[src/rtl/bmr_pkg.sv]
package bmr_pkg;
  localparam int WIN_BYTES = 8;
  localparam int LANES     = 4;
  localparam int LANE_CMD  = 0;
  localparam int LANE_STAT = 2;
  localparam logic [7:0] RSVD_BYTE = 8'hFF;

  typedef struct packed {
    logic [1:0] scratch;  // status bits 6:5
    logic       intr;     // status bit 2
    logic       err;      // status bit 1
    logic       act;      // status bit 0
  } stat_t;

  function automatic logic [7:0] stat_to_byte(stat_t s);
    return {1'b0, s.scratch, 2'b00, s.intr, s.err, s.act};
  endfunction
endpackage

[src/rtl/bmr_decode.sv]
module bmr_decode #(
  parameter int NCH    = 2,
  parameter int ADDR_W = 4,
  parameter int CH_W   = 1
) (
  input  logic [ADDR_W-1:0] addr,
  input  logic              wr,
  output logic [NCH-1:0]    wr_lo,
  output logic [NCH-1:0]    wr_hi,
  output logic [CH_W-1:0]   ch_idx,
  output logic              word_hi
);
  assign ch_idx  = CH_W'(addr >> 3);
  assign word_hi = addr[2];

  for (genvar c = 0; c < NCH; c++) begin : g_sel
    assign wr_lo[c] = wr && (32'(ch_idx) == c) && !word_hi;
    assign wr_hi[c] = wr && (32'(ch_idx) == c) &&  word_hi;
  end
endmodule

[src/rtl/bmr_chan.sv]
module bmr_chan
  import bmr_pkg::*;
(
  input  logic        clk,
  input  logic        rst,
  input  logic        wr_lo,
  input  logic        wr_hi,
  input  logic [3:0]  be,
  input  logic [31:0] wdata,
  input  logic        ev_err,
  input  logic        ev_irq,
  input  logic        ev_done,
  output logic [7:0]  cmd_byte,
  output logic [7:0]  stat_byte,
  output logic [31:0] base,
  output logic        run,
  output logic        dir,
  output logic        irq
);
  stat_t       st;
  logic [31:0] base_q;
  logic        cmd_wr, st_wr;
  logic [7:0]  cmd_in, st_in;

  assign cmd_wr = wr_lo && be[LANE_CMD];
  assign st_wr  = wr_lo && be[LANE_STAT];
  assign cmd_in = wdata[8*LANE_CMD +: 8];
  assign st_in  = wdata[8*LANE_STAT +: 8];

  always_ff @(posedge clk) begin
    if (rst) begin
      run <= 1'b0;
      dir <= 1'b0;
      st  <= '0;
    end else begin
      if (cmd_wr) begin
        run <= cmd_in[0];
        dir <= cmd_in[3];
      end
      if (cmd_wr)       st.act <= cmd_in[0];
      else if (ev_done) st.act <= 1'b0;
      if (st_wr) st.scratch <= st_in[6:5];
      if (ev_err)                 st.err  <= 1'b1;
      else if (st_wr && st_in[1]) st.err  <= 1'b0;
      if (ev_irq)                 st.intr <= 1'b1;
      else if (st_wr && st_in[2]) st.intr <= 1'b0;
    end
  end

  for (genvar k = 0; k < LANES; k++) begin : g_lane
    localparam logic [7:0] MASK = (k == 0) ? 8'hFC : 8'hFF;
    always_ff @(posedge clk) begin
      if (rst)                 base_q[8*k +: 8] <= 8'h00;
      else if (wr_hi && be[k]) base_q[8*k +: 8] <= wdata[8*k +: 8] & MASK;
    end
  end

  assign base      = base_q;
  assign cmd_byte  = {4'h0, dir, 2'b00, run};
  assign stat_byte = stat_to_byte(st);
  assign irq       = st.intr;

  p_err_set_r7: assert property (@(posedge clk) disable iff (rst)
    ev_err |=> stat_byte[1]);
  p_irq_set_r7: assert property (@(posedge clk) disable iff (rst)
    ev_irq |=> irq);
  p_w1c_r4: assert property (@(posedge clk) disable iff (rst)
    (st_wr && st_in[2] && !ev_irq) |=> !stat_byte[2]);
  p_start_r6: assert property (@(posedge clk) disable iff (rst)
    (cmd_wr && cmd_in[0]) |=> (stat_byte[0] && run));
  p_act_hold_r3: assert property (@(posedge clk) disable iff (rst)
    (st_wr && !cmd_wr && !ev_done) |=> $stable(stat_byte[0]));
endmodule

[src/rtl/busmaster_regs.sv]
module busmaster_regs
  import bmr_pkg::*;
#(
  parameter int NCH    = 2,
  parameter int ADDR_W = $clog2(NCH * WIN_BYTES)
) (
  input  logic              clk,
  input  logic              rst,
  input  logic [ADDR_W-1:0] bus_addr,
  input  logic [3:0]        bus_be,
  input  logic              bus_wr,
  input  logic [31:0]       bus_wdata,
  input  logic              bus_rd,
  output logic [31:0]       bus_rdata,
  input  logic [NCH-1:0]    ev_err,
  input  logic [NCH-1:0]    ev_irq,
  input  logic [NCH-1:0]    ev_done,
  output logic [NCH-1:0]    dma_run,
  output logic [NCH-1:0]    dma_dir,
  output logic [32*NCH-1:0] dma_base,
  output logic [NCH-1:0]    irq
);
  localparam int CH_W = (NCH > 1) ? $clog2(NCH) : 1;

  logic [NCH-1:0] wr_lo, wr_hi;
  logic [CH_W-1:0] ch_idx;
  logic            word_hi;
  logic [7:0]      cmd_b  [NCH];
  logic [7:0]      stat_b [NCH];
  logic [31:0]     base_w [NCH];

  bmr_decode #(.NCH(NCH), .ADDR_W(ADDR_W), .CH_W(CH_W)) u_dec (
    .addr(bus_addr), .wr(bus_wr), .wr_lo(wr_lo), .wr_hi(wr_hi),
    .ch_idx(ch_idx), .word_hi(word_hi)
  );

  for (genvar c = 0; c < NCH; c++) begin : g_ch
    bmr_chan u_ch (
      .clk(clk), .rst(rst), .wr_lo(wr_lo[c]), .wr_hi(wr_hi[c]),
      .be(bus_be), .wdata(bus_wdata),
      .ev_err(ev_err[c]), .ev_irq(ev_irq[c]), .ev_done(ev_done[c]),
      .cmd_byte(cmd_b[c]), .stat_byte(stat_b[c]), .base(base_w[c]),
      .run(dma_run[c]), .dir(dma_dir[c]), .irq(irq[c])
    );
    assign dma_base[32*c +: 32] = base_w[c];
  end

  always_ff @(posedge clk) begin
    if (rst) begin
      bus_rdata <= '0;
    end else if (bus_rd) begin
      if (32'(ch_idx) >= NCH)
        bus_rdata <= '1;
      else if (word_hi)
        bus_rdata <= base_w[ch_idx];
      else
        bus_rdata <= {RSVD_BYTE, stat_b[ch_idx], RSVD_BYTE, cmd_b[ch_idx]};
    end
  end

  p_rsvd_r2: assert property (@(posedge clk) disable iff (rst)
    (bus_rd && !bus_addr[2]) |=> (bus_rdata[15:8] == 8'hFF && bus_rdata[31:24] == 8'hFF));
  p_base_align_r5: assert property (@(posedge clk) disable iff (rst)
    (bus_rd && bus_addr[2]) |=> (bus_rdata[1:0] == 2'b00));
endmodule

[config.mk]
export PLATFORM = sky130hd
export DESIGN_NAME = busmaster_regs
export DESIGN_NICKNAME = d
export VERILOG_FILES = /design/src/rtl/bmr_pkg.sv /design/src/rtl/bmr_decode.sv /design/src/rtl/bmr_chan.sv /design/src/rtl/busmaster_regs.sv
export SDC_FILE = /design/constraint.sdc
export NUM_CORES = 1
export LEC_CHECK = 0
export CAP_MARGIN = 20
export CORE_MARGIN = 1.5
export CORE_UTILIZATION = 30
export CTS_CLUSTER_DIAMETER = 120
export CTS_CLUSTER_SIZE = 30
export DETAILED_ROUTE_END_ITERATION = 16
export PLACE_DENSITY = 0.57
export SLEW_MARGIN = 0
export SYNTH_ARGS = -nofsm -noshare
export SYNTH_HDL_FRONTEND = slang
export SYNTH_HIERARCHICAL = 1
export SYNTH_SLANG_ARGS = --single-unit
[constraint.sdc]
create_clock -name clk -period 3.1 [get_ports clk]
set_input_delay 0.465 -clock clk [delete_from_list [all_inputs] [get_ports clk]]
set_output_delay 0.465 -clock clk [all_outputs]
set_load 0.03 [all_outputs]
* After elaboration in Yosys (flattened, before gate mapping)
Cells that the tools add are included.
** Operators by class
- Magnitude comparators :: 1
- Mux-type cells :: 22
- Bitwise operators :: 2
- Reduce and logical (&&, ||, !) cells :: 29
** Operators with widths (count)
- $mux 32 :: 4
- $mux 8 :: 4
- $logic_and 1x1->1 :: 22
- $mux 1 :: 12
- $reduce_bool 2->1 :: 6
- $mux 7 :: 1
- $mux 4 :: 1
- $ge 2x2->1 const B :: 1
- $not 1->2 :: 1
- $logic_not 1->1 :: 1
- $not 1->1 :: 1
** Storage, ports and cells
- Register bits after elaboration :: 106
- Bits of input ports :: 50
- Output and inout port bits :: 102

* Logic depth before layout (Yosys ltp)
Gate-level depths: netlist of the first run.
- Depth after elaboration :: 7
- Depth in mapped cells :: 6

* Hierarchy
Netlist of the first run, hierarchy kept.
** By module, submodules not included
- bmr_chan :: instances 2, cells each 181, area an instance 1547.7 um2, sequential area each 740.7 um2
- busmaster_regs :: instances 1, cells each 165, area an instance 1783.0 um2, sequential area each 640.6 um2
- bmr_decode :: instances 1, cells each 6, area an instance 52.6 um2, sequential area each 0.0 um2

* Least setup slack after synthesis of the first run
Ideal clock, no wire load.
- Kind :: input-to-reg
- Start :: in bus_addr[3]
- End :: reg bus_rdata[16]
- Library setup time :: 0.128 ns
- Arrival :: 1.318 ns
- Data required time :: 2.972 ns
- Slack :: 1.654 ns
- Stages on the path :: 6
- Cells stage by stage :: buf_4 buf_2 buf_4 buf_6 mux2i_1 o221ai_2
** On the way
- Longest elaborated chain between the ends :: 5
- Elaborated cells between the ends (all ways) :: 8
** RTL lines
- start: declaration :: line busmaster_regs.sv:9 : input logic [ADDR_W-1:0] bus_addr,
- $not 1->2 (not written as such) (*) :: line busmaster_regs.sv:55, busmaster_regs.sv:57
- $mux 7 (not written as such) or $mux 32 (tied branches) :: line busmaster_regs.sv:57, busmaster_regs.sv:55
- $mux 8 (not written as such) or $mux 32 (tied branches) (2 in a row) :: line busmaster_regs.sv:57, busmaster_regs.sv:55
- $mux 32 (*) :: line busmaster_regs.sv:54 : else if (word_hi)
- end signal: assignment :: line busmaster_regs.sv:55 : bus_rdata <= base_w[ch_idx];
- end signal: assignment :: line busmaster_regs.sv:57 : bus_rdata <= {RSVD_BYTE, stat_b[ch_idx], RSVD_BYTE, cmd_b[ch_idx]};
- end: declaration :: line busmaster_regs.sv:14 : output logic [31:0] bus_rdata,
Mark *: on every way between the ends. The rest lies on a longest branch, timed or not. The select of a mux whose other input is x is not followed.
A chain may end at the register's enable or synchronous reset.

==> results.cfg, run 1 <==
[run_status]
status = complete, no violations

[clocking]
cts-root-buf = clkbuf_16
cts.clk_slew.worst_paths_ps = 70
cts_buffers = 9
cts.sinks = 106
postCtsHoldBufs = 0
cts_resized = 0
post-cts-setup-buffers = 0
clock_path_buffers = 2
cts_tree = built
clk_latency_ps = 350
htree_levels = 3

[timing]
fmaxAchievable_mhz = 499
period_minus_slack_ps = 2000
hold_violations = 0
final.setup.tns_ps = 0
final.period_utilization = 0.646
finClkSkew_ps = 4.55
rsz0062_at_grt = false
slew_headroom = 0.386
final_max_slew_viol_count = 0
tightest_slew_ps = 921
setup_viol = 0

[logic_synthesis]
syn_area_per_cell_um2 = 9.25
synthTopCellsByArea = dfxtp_1 (43%), mux2i_1 (9.7%), a21oi_1 (7.3%)
ys_seq_area_frac = 0.430
synth_top_area_frac = 0.430
ys_seq_elements = 106
syn_area_mm2 = 0.00493
yosys.area.top_type = dfxtp_1
ys_types = 26
yosysWarningCount = 6
synthCells = 533

[worst_setup_path]
critPathLaunch = bus_rd
critPathMaxFanout = 21
endpoint = bus_rdata[0]
start_kind = primary input
slowest_delay_ps = 760
reg2reg_depth = 2
end_kind = flop
crit_slowest_cell = or3b_1
cp.depth = 4
crit_buf_inv = 2
required_ps = 3360
crit_type = primary input to flop
rr_endpoint = bus_rdata[19]
timing.rr.start = bus_rdata[19]
crit_family = simple AND/OR/NAND/NOR gates
crit_arrival_ps = 2260
rrSetupSlack_ps = 2110
path_cells = clkdlybuf4s50_1, buf_4, or3b_1, o221ai_1

[grt]
grt_usage = 0.165
grt_max_degree = 49
grtUsageMet1 = 0.208
grt_antenna_before_repair = 0
gr-usage-met3 = 0.0285
grt_first_pass_wirelength_um = 22400
first_global_vias = 4132
grt_overflow_total = 0
met2_usage = 0.279
top_usage_layer = met2

[die]
die-area_mm2 = 0.0172
start_util = 0.309
die_h_um = 131
rows = 46
io_pins = 152
die_w_um = 131
core_area_mm2 = 0.0159

[detailed_routing]
antenna_left = 0
wl_per_cell_um = 16.4
drt_iter0_drc = 184
drt_pass1_iterations = 5
drc = 0
drt_wl_total_um = 14200
avgViaCountPerCell = 4.83
vias = 4195

[power_and_ir_drop]
ir_drop_mv = 0.281
p_per_area_mw_per_mm2 = 471
finalPower_w = 0.00308
p_leak_nw = 2.27

[place]
gp_congestion = 0.797
portBuffers = 144
hpwlAfterDp_um = 9910
dp.cells = 853

[min_path]
hold_class = primary input to flop
hold_depth = 2

[layout]
antenna_cells = 0
drive_gt1_frac = 0.119
nets = 698
area_growth_syn_to_layout_pct = 32.8
final_cells = 869

[flow_run]
maxCapViolations = 0
where the power goes:
part / internal, W / switching, W / total [W]
Sequential: 0.00141 / 0.0000301 / 0.00144
Combinational: 0.000189 / 0.000268 / 0.000457
Clock: 0.000675 / 0.000515 / 0.00119
cell usage after synthesis (all sizes together):
cell type and count:
a211oi 16, conb 2, and3b 2, nor2 20
nand3 72, nand2 80, clkbuf 5, and2 1
buf 69, and3 1, dfxtp 106, or3b 17
nand3b 3, mux2i 48, nor3b 1, o221ai 16
a21oi 74
registers in the layout, summed over array words and instances, names as in the netlist:
name,cells
g_ch.u_ch/base,60
g_ch.u_ch/dir,2
g_ch.u_ch/run,2
g_ch.u_ch/stat_byte,8
g_ch.u_ch/irq,2
bus_rdata,32
layer usage:
layer	up-vias	wire, um
met5	-	0
met4	0	210
met3	11	639
met2	108	6890
met1	2014	6510
li1	2062	-
how the worst min path moves through the flow:
stage	startpoint	to	slack, ps
finish	rst	g_ch[1].u_ch/base[3]	450
CTS	rst	g_ch[1].u_ch/base[3]	430
global placement	g_ch[0].u_ch/stat_byte[5]	g_ch[0].u_ch/stat_byte[5]	450
global route	rst	g_ch[1].u_ch/base[3]	450
detailed placement	g_ch[1].u_ch/stat_byte[5]	g_ch[1].u_ch/stat_byte[5]	460
floorplan	g_ch[0].u_ch/stat_byte[5]	g_ch[0].u_ch/stat_byte[5]	440
stage by stage:
stage	worst slack (ps)	area [um2]	hold WS, ps	util
4_1_cts	1040	6550	431	0.411
2_1_floorplan	1650	5010	436	-
3_5_place_dp	673	6240	456	0.392
3_3_place_gp	718	6240	445	0.392
5_1_grt	963	6550	454	0.411
6_report	1100	6550	447	0.411
logic make-up (layout without fill, tap and decap cells):
kind of cell,count (synthesis),in the layout,share of synthesized area
buffers and inverters,74,174,0.120
and+or+nand+nor,197,197,0.209
muxes,48,48,0.0974
AOI/OAI and AO/OA,106,106,0.142
other,2,22,0.00152
DFF,106,106,0.430
placed cells by master, fill, tap and decap left out, drive strengths merged:
cell             n
a211oi          16
a21oi           74
and2             1
and3             1
and3b            2
buf             16
bufinv           1
clkbuf          13
clkdlybuf4s50  142
clkinv           2
conb            22
dfxtp          106
mux2i           48
nand2           80
nand3           72
nand3b           3
nor2            20
nor3b            1
o221ai          16
or3b            17
worst reg2reg max path: cells and delay by family, from the launching register on:
family | cells | cell delay, ps
and+or+nand+nor | 1 | 470
DFF | 1 | 370
AOI/OAI and AO/OA | 1 | 70
area by class of cell:
| type | instances | area (um2) |
|---|---|---|
| clock buffers | 13 | 260 |
| clock inverters | 3 | 47.5 |
| flip-flops and latches | 106 | 2120 |
| repair buffers | 158 | 1550 |
| multi-input cells | 373 | 2300 |
| well taps | 216 | 270 |
| fillers | 1612 | 9390 |
Power figures use the tool's default switching activity.
==> run 2, diff against run 1 <==
--- a/config.mk
+++ b/config.mk
@@ -11,7 +11,7 @@
 export CTS_CLUSTER_DIAMETER = 120
 export CTS_CLUSTER_SIZE = 30
 export DETAILED_ROUTE_END_ITERATION = 16
-export PLACE_DENSITY = 0.57
+export PLACE_DENSITY = 0.6
 export SLEW_MARGIN = 0
 export SYNTH_ARGS = -nofsm -noshare
 export SYNTH_HDL_FRONTEND = slang
==> constraint.sdc (replaced) <==
create_clock -name clk -period 1.65 [get_ports clk]
set_input_delay 0.2475 -clock clk [delete_from_list [all_inputs] [get_ports clk]]
set_output_delay 0.2475 -clock clk [all_outputs]
set_load 0.03 [all_outputs]
==> results.cfg, run 2 (synthesized netlist as in run 1, its figures left out) <==
[timing]
slew_headroom = 0.657
finClkSkew_ps = 5.56
final_max_slew_viol_count = 0
final.setup.tns_ps = 0
setup_viol = 0
hold_violations = 0
rsz0062_at_grt = false
fin_ws_ps = 32.5
fmaxAchievable_mhz = 618
final.period_utilization = 0.980
period_minus_slack_ps = 1620
tightest_slew_ps = 515

[grt]
grt_usage = 0.165
grt_overflow_total = 0
grt_antenna_before_repair = 0
grt_first_pass_wirelength_um = 22500
first_global_vias = 4190
grt_max_degree = 49

[run_status]
status = complete, no violations

[die]
core_area_mm2 = 0.0159
rows = 46
start_util = 0.309
io_pins = 152
die_h_um = 131
die_w_um = 131
die-area_mm2 = 0.0172

[power_and_ir_drop]
p_leak_nw = 2.93
ir_drop_mv = 0.553
finalPower_w = 0.00573
p_per_area_mw_per_mm2 = 848

[worst_setup_path]
end_kind = primary output
required_ps = 1400
start_kind = flop
critPathMaxFanout = 2
crit_slowest_cell = clkdlybuf4s50_1
path_cells = clkdlybuf4s50_1
slowest_delay_ps = 680
crit_family = buffers and inverters
crit_arrival_ps = 1370
crit_type = flop to primary output
crit_buf_inv = 1

[detailed_routing]
wl_per_cell_um = 16.2
antenna_left = 0
drt_wl_total_um = 14400
drt_pass1_iterations = 4
drt_iter0_drc = 264
drc = 0
avgViaCountPerCell = 4.79
vias = 4259

[layout]
area_growth_syn_to_layout_pct = 37.1
antenna_cells = 0
drive_gt1_frac = 0.149
nets = 718
final_common_cell = dfxtp_1
utilization = 0.424
largest_reg_flops = 60
layout_common_cells = dfxtp_1 (106), nand2_1 (72), a21oi_1 (72)
final_area_mm2 = 0.00676

[clocking]
cts_tree = built
clk_latency_ps = 350
cts_buffers = 9
postCtsHoldBufs = 0
cts-root-buf = clkbuf_16
clock_path_buffers = 2
post-cts-setup-buffers = 0
htree_levels = 3
cts.clk_slew.worst_paths_ps = 70
cts.sinks = 106

[flow_run]
maxCapViolations = 0

[place]
hpwlAfterDp_um = 10400
pre_cts_ws_ps = -81.6
gp_congestion = 0.788
dpl-instance-area_mm2 = 0.00652
portBuffers = 144

[min_path]
hold_class = primary input to flop
## run 2: cell count changes in the layout (fill, tap and decap cells not counted), moves of 2 or more
cell / delta
clkdlybuf4s50_1: -81
clkinv_2: +3
buf_12: +10
clkbuf_1: -2
dlymetal6s2s_1: +13
buf_4: +10
dlygate4sd2_1: +68
clkbuf_8: -2
## run 2: layout make-up
type,count,area (um2)
Multi-Input combinational cell,373,2300
Sequential cell,106,2120
Clock inverter,7,70.1
Tap cell,216,270
Fill cell,1575,9180
Clock buffer,9,225
Timing Repair Buffer,178,1780
## run 2: final timing paths
check | endpoint | cells after the start | start | slack (ps)
hold / removal | g_ch[0].u_ch/base[4] | 2 | rst | 320
setup / recovery | bus_rdata[8] | 1 | bus_rdata[8] | 30
setup reg to reg | bus_rdata[19] | 2 | bus_rdata[19] | 660
hold reg to reg | g_ch[1].u_ch/stat_byte[5] | 2 | g_ch[1].u_ch/stat_byte[5] | 460
## run 2: metrics by stage
stage	hold WS, ps	instances
final	321	889
after detailed placement	448	873
after floorplan	365	553
after global routing	319	889
after CTS	291	889
after global placement	446	873
## run 2: power breakdown
group	total, W	switching (W)	internal [W]
Combinational	0.000893	0.000515	0.000378
Clock	0.00214	0.000968	0.00117
Sequential	0.00270	0.0000557	0.00264
Total	0.00573	0.00154	0.00420
## run 2: metal layers
metal  share of wire  wire, um  GRT usage
met5               0         0          0
met4           0.014       203     0.0612
met3           0.075      1070     0.0378
met2            0.46      6650      0.271
met1            0.45      6450      0.211
## run 2: repair_timing
action	CTS	global route
setup endpoints to repair	68	13
cloned	0	0
resized for setup	68	13
pin swaps	0	0
endpoints found under the hold margin	0	0
